==> src/rtl/pwm_lock_pkg.sv <==
// Package pwm_lock_pkg
// Shared constants and types for the lockable PWM timer.
// Assumes byte addressing with 32-bit word registers.
package pwm_lock_pkg;
    // Register select values taken from address bits [3:2]
    localparam logic [1:0] SEL_CNT  = 2'd0;
    localparam logic [1:0] SEL_PER  = 2'd1;
    localparam logic [1:0] SEL_DUTY = 2'd2;
    localparam logic [1:0] SEL_CTL  = 2'd3;

    // Control word bit positions
    localparam int CTL_EN       = 0;
    localparam int CTL_CONT     = 1;
    localparam int CTL_ACT_LVL  = 3;
    localparam int CTL_IDLE_LVL = 4;
    localparam int CTL_LOCK     = 6;

    // Output levels for the two phases of a period
    typedef struct packed {
        logic act_lvl;
        logic idle_lvl;
    } pol_t;
endpackage

==> src/rtl/pwm_lock_regs.sv <==
// Module pwm_lock_regs
// Bus-facing register file. It holds the shadow period, duty and control
// words and decodes run, lock and polarity from the control word.
// Assumes single-cycle writes; reads are combinational; the counter
// offset is read-only and shows the live count.
module pwm_lock_regs
    import pwm_lock_pkg::*;
#(
    parameter int DATA_W = 32,
    parameter int ADDR_W = 4
) (
    input  logic              clk,
    input  logic              rst_n,
    input  logic              wr_en,
    input  logic [ADDR_W-1:0] addr,
    input  logic [DATA_W-1:0] wdata,
    input  logic [DATA_W-1:0] cnt,
    output logic [DATA_W-1:0] rdata,
    output logic [DATA_W-1:0] per_sh,
    output logic [DATA_W-1:0] duty_sh,
    output pol_t              pol_sh,
    output logic              run,
    output logic              lock,
    output logic              idle_live
);
    logic [DATA_W-1:0] ctl_q;
    logic [1:0]        sel;

    assign sel = addr[3:2];

    // Store the written word into the selected register
    always_ff @(posedge clk) begin
        if (!rst_n) begin
            per_sh  <= '0;
            duty_sh <= '0;
            ctl_q   <= '0;
        end else if (wr_en) begin
            case (sel)
                SEL_PER:  per_sh  <= wdata;
                SEL_DUTY: duty_sh <= wdata;
                SEL_CTL:  ctl_q   <= wdata;
                default:  ;
            endcase
        end
    end

    // Read mux
    always_comb begin
        case (sel)
            SEL_CNT:  rdata = cnt;
            SEL_PER:  rdata = per_sh;
            SEL_DUTY: rdata = duty_sh;
            default:  rdata = ctl_q;
        endcase
    end

    // Decode control fields
    always_comb begin
        run             = ctl_q[CTL_EN] & ctl_q[CTL_CONT];
        lock            = ctl_q[CTL_LOCK];
        pol_sh.act_lvl  = ctl_q[CTL_ACT_LVL];
        pol_sh.idle_lvl = ctl_q[CTL_IDLE_LVL];
        idle_live       = ctl_q[CTL_IDLE_LVL];
    end
endmodule

==> src/rtl/pwm_lock_counter.sv <==
// Module pwm_lock_counter
// Period counter plus the active period, duty and polarity set.
// The active set loads from the shadows only when the lock is clear,
// either at a wrap or while the channel is stopped.
module pwm_lock_counter
    import pwm_lock_pkg::*;
#(
    parameter int DATA_W = 32
) (
    input  logic              clk,
    input  logic              rst_n,
    input  logic              run,
    input  logic              lock,
    input  logic [DATA_W-1:0] per_sh,
    input  logic [DATA_W-1:0] duty_sh,
    input  pol_t              pol_sh,
    output logic [DATA_W-1:0] cnt,
    output logic [DATA_W-1:0] per_act,
    output logic [DATA_W-1:0] duty_act,
    output pol_t              pol_act,
    output logic              wrap
);
    localparam int EXT_W = DATA_W + 1;

    logic [EXT_W-1:0] cnt_inc;
    logic             load;

    // Detect the last cycle of the running period
    always_comb begin
        cnt_inc = {1'b0, cnt} + EXT_W'(1);
        wrap    = run && (cnt_inc >= {1'b0, per_act});
        load    = !lock && (!run || wrap);
    end

    // Step or clear the counter
    always_ff @(posedge clk) begin
        if (!rst_n)           cnt <= '0;
        else if (!run || wrap) cnt <= '0;
        else                  cnt <= cnt_inc[DATA_W-1:0];
    end

    // Commit the shadows into the active set
    always_ff @(posedge clk) begin
        if (!rst_n) begin
            per_act  <= '0;
            duty_act <= '0;
            pol_act  <= '0;
        end else if (load) begin
            per_act  <= per_sh;
            duty_act <= duty_sh;
            pol_act  <= pol_sh;
        end
    end
endmodule

==> src/rtl/pwm_lock_outstage.sv <==
// Module pwm_lock_outstage
// Compares the count with the active duty and registers the pin level.
// When stopped, it drives the live inactive-level bit instead.
module pwm_lock_outstage
    import pwm_lock_pkg::*;
#(
    parameter int DATA_W = 32
) (
    input  logic              clk,
    input  logic              rst_n,
    input  logic              run,
    input  logic [DATA_W-1:0] cnt,
    input  logic [DATA_W-1:0] duty_act,
    input  pol_t              pol_act,
    input  logic              idle_live,
    output logic              pwm_out
);
    logic level;

    // Pick the phase level for the current count
    always_comb begin
        if (!run)                 level = idle_live;
        else if (cnt < duty_act)  level = pol_act.act_lvl;
        else                      level = pol_act.idle_lvl;
    end

    // Register the pin so comparator glitches never reach it
    always_ff @(posedge clk) begin
        if (!rst_n) pwm_out <= 1'b0;
        else        pwm_out <= level;
    end
endmodule

==> src/rtl/pwm_lock_timer.sv <==
// Module pwm_lock_timer
// Top of the lockable PWM timer. It ties the register file, the counter
// with its active set, and the output stage together.
// Assumes one clock for the bus and the counter, and a prescale of 1.
module pwm_lock_timer
    import pwm_lock_pkg::*;
#(
    parameter int DATA_W = 32,
    parameter int ADDR_W = 4
) (
    input  logic              clk,
    input  logic              rst_n,
    input  logic              bus_wr,
    input  logic [ADDR_W-1:0] bus_addr,
    input  logic [DATA_W-1:0] bus_wdata,
    output logic [DATA_W-1:0] bus_rdata,
    output logic              pwm_out
);
    logic [DATA_W-1:0] per_sh, duty_sh, cnt, per_act, duty_act;
    pol_t              pol_sh, pol_act;
    logic              run, lock, idle_live, wrap;

    pwm_lock_regs #(.DATA_W(DATA_W), .ADDR_W(ADDR_W)) u_regs (
        .clk(clk), .rst_n(rst_n), .wr_en(bus_wr), .addr(bus_addr),
        .wdata(bus_wdata), .cnt(cnt), .rdata(bus_rdata),
        .per_sh(per_sh), .duty_sh(duty_sh), .pol_sh(pol_sh),
        .run(run), .lock(lock), .idle_live(idle_live)
    );

    pwm_lock_counter #(.DATA_W(DATA_W)) u_cnt (
        .clk(clk), .rst_n(rst_n), .run(run), .lock(lock),
        .per_sh(per_sh), .duty_sh(duty_sh), .pol_sh(pol_sh),
        .cnt(cnt), .per_act(per_act), .duty_act(duty_act),
        .pol_act(pol_act), .wrap(wrap)
    );

    pwm_lock_outstage #(.DATA_W(DATA_W)) u_out (
        .clk(clk), .rst_n(rst_n), .run(run), .cnt(cnt),
        .duty_act(duty_act), .pol_act(pol_act), .idle_live(idle_live),
        .pwm_out(pwm_out)
    );
endmodule

==> config.mk <==
export PLATFORM = sky130hd
export DESIGN_NAME = pwm_lock_timer
export DESIGN_NICKNAME = d
export VERILOG_FILES = /design/src/rtl/pwm_lock_pkg.sv /design/src/rtl/pwm_lock_regs.sv /design/src/rtl/pwm_lock_counter.sv /design/src/rtl/pwm_lock_outstage.sv /design/src/rtl/pwm_lock_timer.sv
export SDC_FILE = /design/constraint.sdc
export NUM_CORES = 1
export LEC_CHECK = 0
export BUFFER_PORTS_ARGS = -buffer_cell sky130_fd_sc_hd__buf_2
export CORE_MARGIN = 4
export CORE_UTILIZATION = 45
export DETAILED_ROUTE_END_ITERATION = 10
export PLACE_DENSITY = 0.68
export SYNTH_ARGS = -nofsm -noshare
export SYNTH_HDL_FRONTEND = slang
export SYNTH_HIERARCHICAL = 1
export SYNTH_SLANG_ARGS = --single-unit
==> constraint.sdc <==
create_clock -name clk -period 4.55 [get_ports clk]
set_input_delay 0.91 -clock clk [delete_from_list [all_inputs] [get_ports clk]]
set_output_delay 0.91 -clock clk [all_outputs]
set_load 0.005 [all_outputs]
# Yosys cells after proc, flatten, opt, wreduce, memory -nomap -nowiden
# Cells that the tools add are included.
# totals
register_bits	195
inputBits	39
out_inout_bits	33
wordCells	30
# op_classes
addsub	1
magnitude_cmp	2
eq_ne	3
n_mux	3
bitwise_logic	2
n_reduce_logical	10
# op_table
op	n
$pmux 32 s3	1
$add 32x1->33 const B	1
$ge 33x32->1	1
$lt 32x32->1	1
$reduce_and 2->1	3
$eq 2x2->1 const B	2
$eq 2x1->1 const B	1
$logic_and 1x1->1	2
$logic_not 1->1	2
$logic_not 2->1	1
$mux 1	2
$reduce_or 2->1	1
$and 1x1->1	1
$logic_or 1x1->1	1
$not 1->1	1

# Logic depth before layout (Yosys ltp)
# logic_depth
ltp_word	5
depth_mapped	15
ltp_nobuf	13

# Hierarchy
# The synthesis kept the hierarchy.
# by_module_without_submodules
module	instances	cells_each	area_each_um2	seq_area_each_um2
pwm_lock_counter	1	556	4909.7	1961.9
pwm_lock_regs	1	391	4371.7	1921.8
pwm_lock_outstage	1	116	827.0	20.0

# Worst setup path after synthesis
# Ideal clock, no wire load.
# synth_path
kind	register to register
from	register u_cnt.cnt[4]
to	register u_cnt.duty_act[0]
setup_ns	0.072
arrival_ns	3.361
required_ns	4.478
setup_slack_ns	1.117
path_stages_with_launch	16
path_buffers	3
period_less_slack_ns	3.433
cell_sequence	dfxtp_1 > nand4_2 > or4b_1 > buf_2 > nor3_4 > nand3_1 > xnor2_1 > ha_1 > nand2_1 > nor3_1 > nand3_1 > a41o_1 > a31oi_4 > buf_6 > buf_8 > mux2i_1
# synth_between
elab_chain_len	5
# synth_rtl
element	line	source
start, declared	pwm_lock_counter.sv:17	output logic [DATA_W-1:0] cnt,
start signal, assigned	pwm_lock_counter.sv:39	else cnt <= cnt_inc[DATA_W-1:0];
$add 32x1->33	pwm_lock_counter.sv:30	cnt_inc = {1'b0, cnt} + EXT_W'(1);
via u_cnt.cnt_inc[31]	pwm_lock_counter.sv:25	logic [EXT_W-1:0] cnt_inc;
$ge 33x32->1	pwm_lock_counter.sv:31	wrap = run && (cnt_inc >= {1'b0, per_act});
$logic_and 1x1->1	pwm_lock_counter.sv:31	
$logic_or 1x1->1	pwm_lock_counter.sv:32	load = !lock && (!run || wrap);
$logic_and 1x1->1	pwm_lock_counter.sv:32	
end signal, assigned	pwm_lock_counter.sv:50	duty_act <= duty_sh;
end, declared	pwm_lock_counter.sv:19	output logic [DATA_W-1:0] duty_act,
# The timed path passes the listed nets, and every way through them passes these cells.
# A chain may end at the register's enable or synchronous reset.

# Worst setup path in the final report
# layout_path
from	register u_cnt.cnt[2]
to	register, netlist name u_cnt/pol_act[1]
# layout_between
elab_chain_len	5
# layout_rtl
element	line
$add 32x1->33	pwm_lock_counter.sv:30
via u_cnt.cnt_inc[31]	pwm_lock_counter.sv:25
$ge 33x32->1	pwm_lock_counter.sv:31
$logic_and 1x1->1	pwm_lock_counter.sv:31
$logic_or 1x1->1	pwm_lock_counter.sv:32
$logic_and 1x1->1	pwm_lock_counter.sv:32
# The timed path passes the listed nets, and every way through them passes these cells.

==> impl_metrics.tcl <==
set metrics [dict create \
    antenna_cells 0 \
    numPortBuffers 69 \
    cts_resized 0 \
    fin_nets 1206 \
    fin_worst_skew_ns 0.0152 \
    path_delay_family "simple AND/OR/NAND/NOR gates" \
    power.leakage_nw 5.01 \
    hold_end "u_cnt/per_act[29]" \
    antenna_left 0 \
    synth_nets 1164 \
    rr_endpoint "u_cnt/pol_act[1]" \
    grt_setup_unrepaired "no" \
    powerDensity_mw_per_mm2 315 \
    hold_depth 2 \
    clk_latency_ns 0.44 \
    ff2ff_path_depth 13 \
    row_count 54 \
    first_global_vias 7074 \
    maxCapViolCount 0 \
    cts_tree "yes" \
    worstPathRequired_ns 4.91 \
    antenna_found_initial 0 \
    finalSetupViolCount 0 \
    root_buffer "clkbuf_16" \
    grt-ovfl-total 0 \
    dpl.hpwl_um 14900 \
    drive_above_1_share 0.140 \
    slowest_delay_ns 0.61 \
    place_congestion 0.827 \
    grt_max_degree 91 \
    hp-start "u_cnt/per_act[29]" \
    drv_slew 0 \
    post-cts-setup-buffers 0 \
    fmax_mhz 239 \
    htree_levels 4 \
    chipHeight_um 158 \
    die_x_um 158 \
    yosys_warnings 6 \
    worstHoldPathType "register to register" \
    slowest_stage "or4b_1" \
    status "finished clean" \
    dr_total_vias 7204 \
    grt_usage 0.177 \
    crit_path_start "u_cnt/cnt[2]" \
    max_slew_margin 0.513 \
    pin_count 72 \
    syn_area_mm2 0.0101 \
    ctsLongestPathBuffers 2 \
    numCtsBuffers 17 \
    setup_tns_ns 0 \
    end_kind "register" \
    r2r_slack_ns 0.37 \
    drt-total-wl_um 21300 \
    ctsHoldBuffers 0 \
    timing.rr.start "u_cnt/cnt[2]" \
    placed_cells 1364 \
    cts.sinks 195 \
    fillers 2040 \
    worstPathCellList "and4_1 > or4b_1 > nor3_4 > nand3_1 > xnor2_1 > ha_1 > nand2_1 > nor3_1 > nand3_1 > a41o_1 > a31oi_4 > buf_12 > mux2i_1" \
    crit_type "register to register" \
    power_mw 3.51 \
    stdcell_count 1396 \
    final_common_cell "nand2_1" \
    drt_iter0_markers 398 \
    cpMostUsedCell "nand3_1" \
    tightest_slew_ns 0.730 \
    wl_per_cell_um 15.2 \
    placeableCoreArea_mm2 0.0220 \
    synth_area_per_cell_um2 9.51 \
    crit_fanout 37 \
    syn_to_final_growth_pct 10.2 \
    drt_pass1_iterations 5 \
    period_share 0.919 \
    drc_errors 0 \
    vias_per_cell 5.16 \
    grt_first_pass_wirelength_um 35700 \
    period_needed_ns 4.18 \
    start_kind "register" \
    synth_cells 1061 \
    crit_buf_inv 1 \
    arrival_ns 4.54 \
    hold_viol 0 \
    layout_common_cells "285 x nand2_1, 195 x dfxtp_1, 162 x mux2i_1" \
    clk_pin_slew_worst_paths_ns 0.07 \
    initial_core_util 0.460 \
    cp_num_cells 13 \
    max-vdd-ir-drop_mv 0.226 \
    fp.dieArea_mm2 0.0249 \
]
==> flip-flops by register name, summed over array words and instances, names as in the netlist <==
signal,cells
u_regs/per_sh,32
u_cnt/per_act,32
u_cnt/duty_act,32
u_cnt/cnt,32
u_cnt/pol_act,2
u_regs/ctl_q,32
u_out/pwm_out,1
u_regs/duty_sh,32
==> worst max path at each step <==
stage,to
after floorplan,u_cnt/duty_act[0]
after global placement,u_cnt/cnt[9]
after detailed placement,u_cnt/pol_act[1]
after CTS,u_cnt/duty_act[28]
after global routing,u_cnt/cnt[2]
final,u_cnt/pol_act[1]
==> metal layers <==
layer  share of wire  vias up  track usage
met2            0.46      110        0.289
li1                -     3686            -
met4          0.0073        0       0.0336
met3           0.041       11       0.0347
met5               0        -            0
met1            0.49     3397        0.247
==> layout make-up <==
class / instances / area, um2 / area share
multi-input combinational: 735 / 5520 / 0.496
sequential: 195 / 3900 / 0.351
timing repair buffer: 85 / 512 / 0.0460
clock buffer: 18 / 439 / 0.0395
tap: 280 / 350 / 0.0315
inverter: 69 / 259 / 0.0233
clock inverter: 14 / 140 / 0.0126
==> power by group <==
part | switching, mW | internal (mW) | total, mW
clock | 0.724 | 0.744 | 1.47
combinational | 0.154 | 0.113 | 0.266
sequential | 0.0260 | 1.75 | 1.77
total | 0.904 | 2.60 | 3.51
==> tightest hold or removal path, stage by stage (launching register included) <==
cell	delay [ns]
dfxtp_1	0.31
nand2_1	0.05
mux2i_1	0.05
==> stage by stage <==
stage                util  setup WS [ns]  hold slack [ns]  cell area (um2)
global placement    0.480          0.483            0.443            10500
CTS                 0.507          0.403            0.460            11100
global route        0.507          0.115            0.479            11100
detailed placement  0.480          0.442            0.447            10500
finish              0.507          0.367            0.457            11100
floorplan               -           1.13            0.434            10100
(Power assumes the default switching activity.)
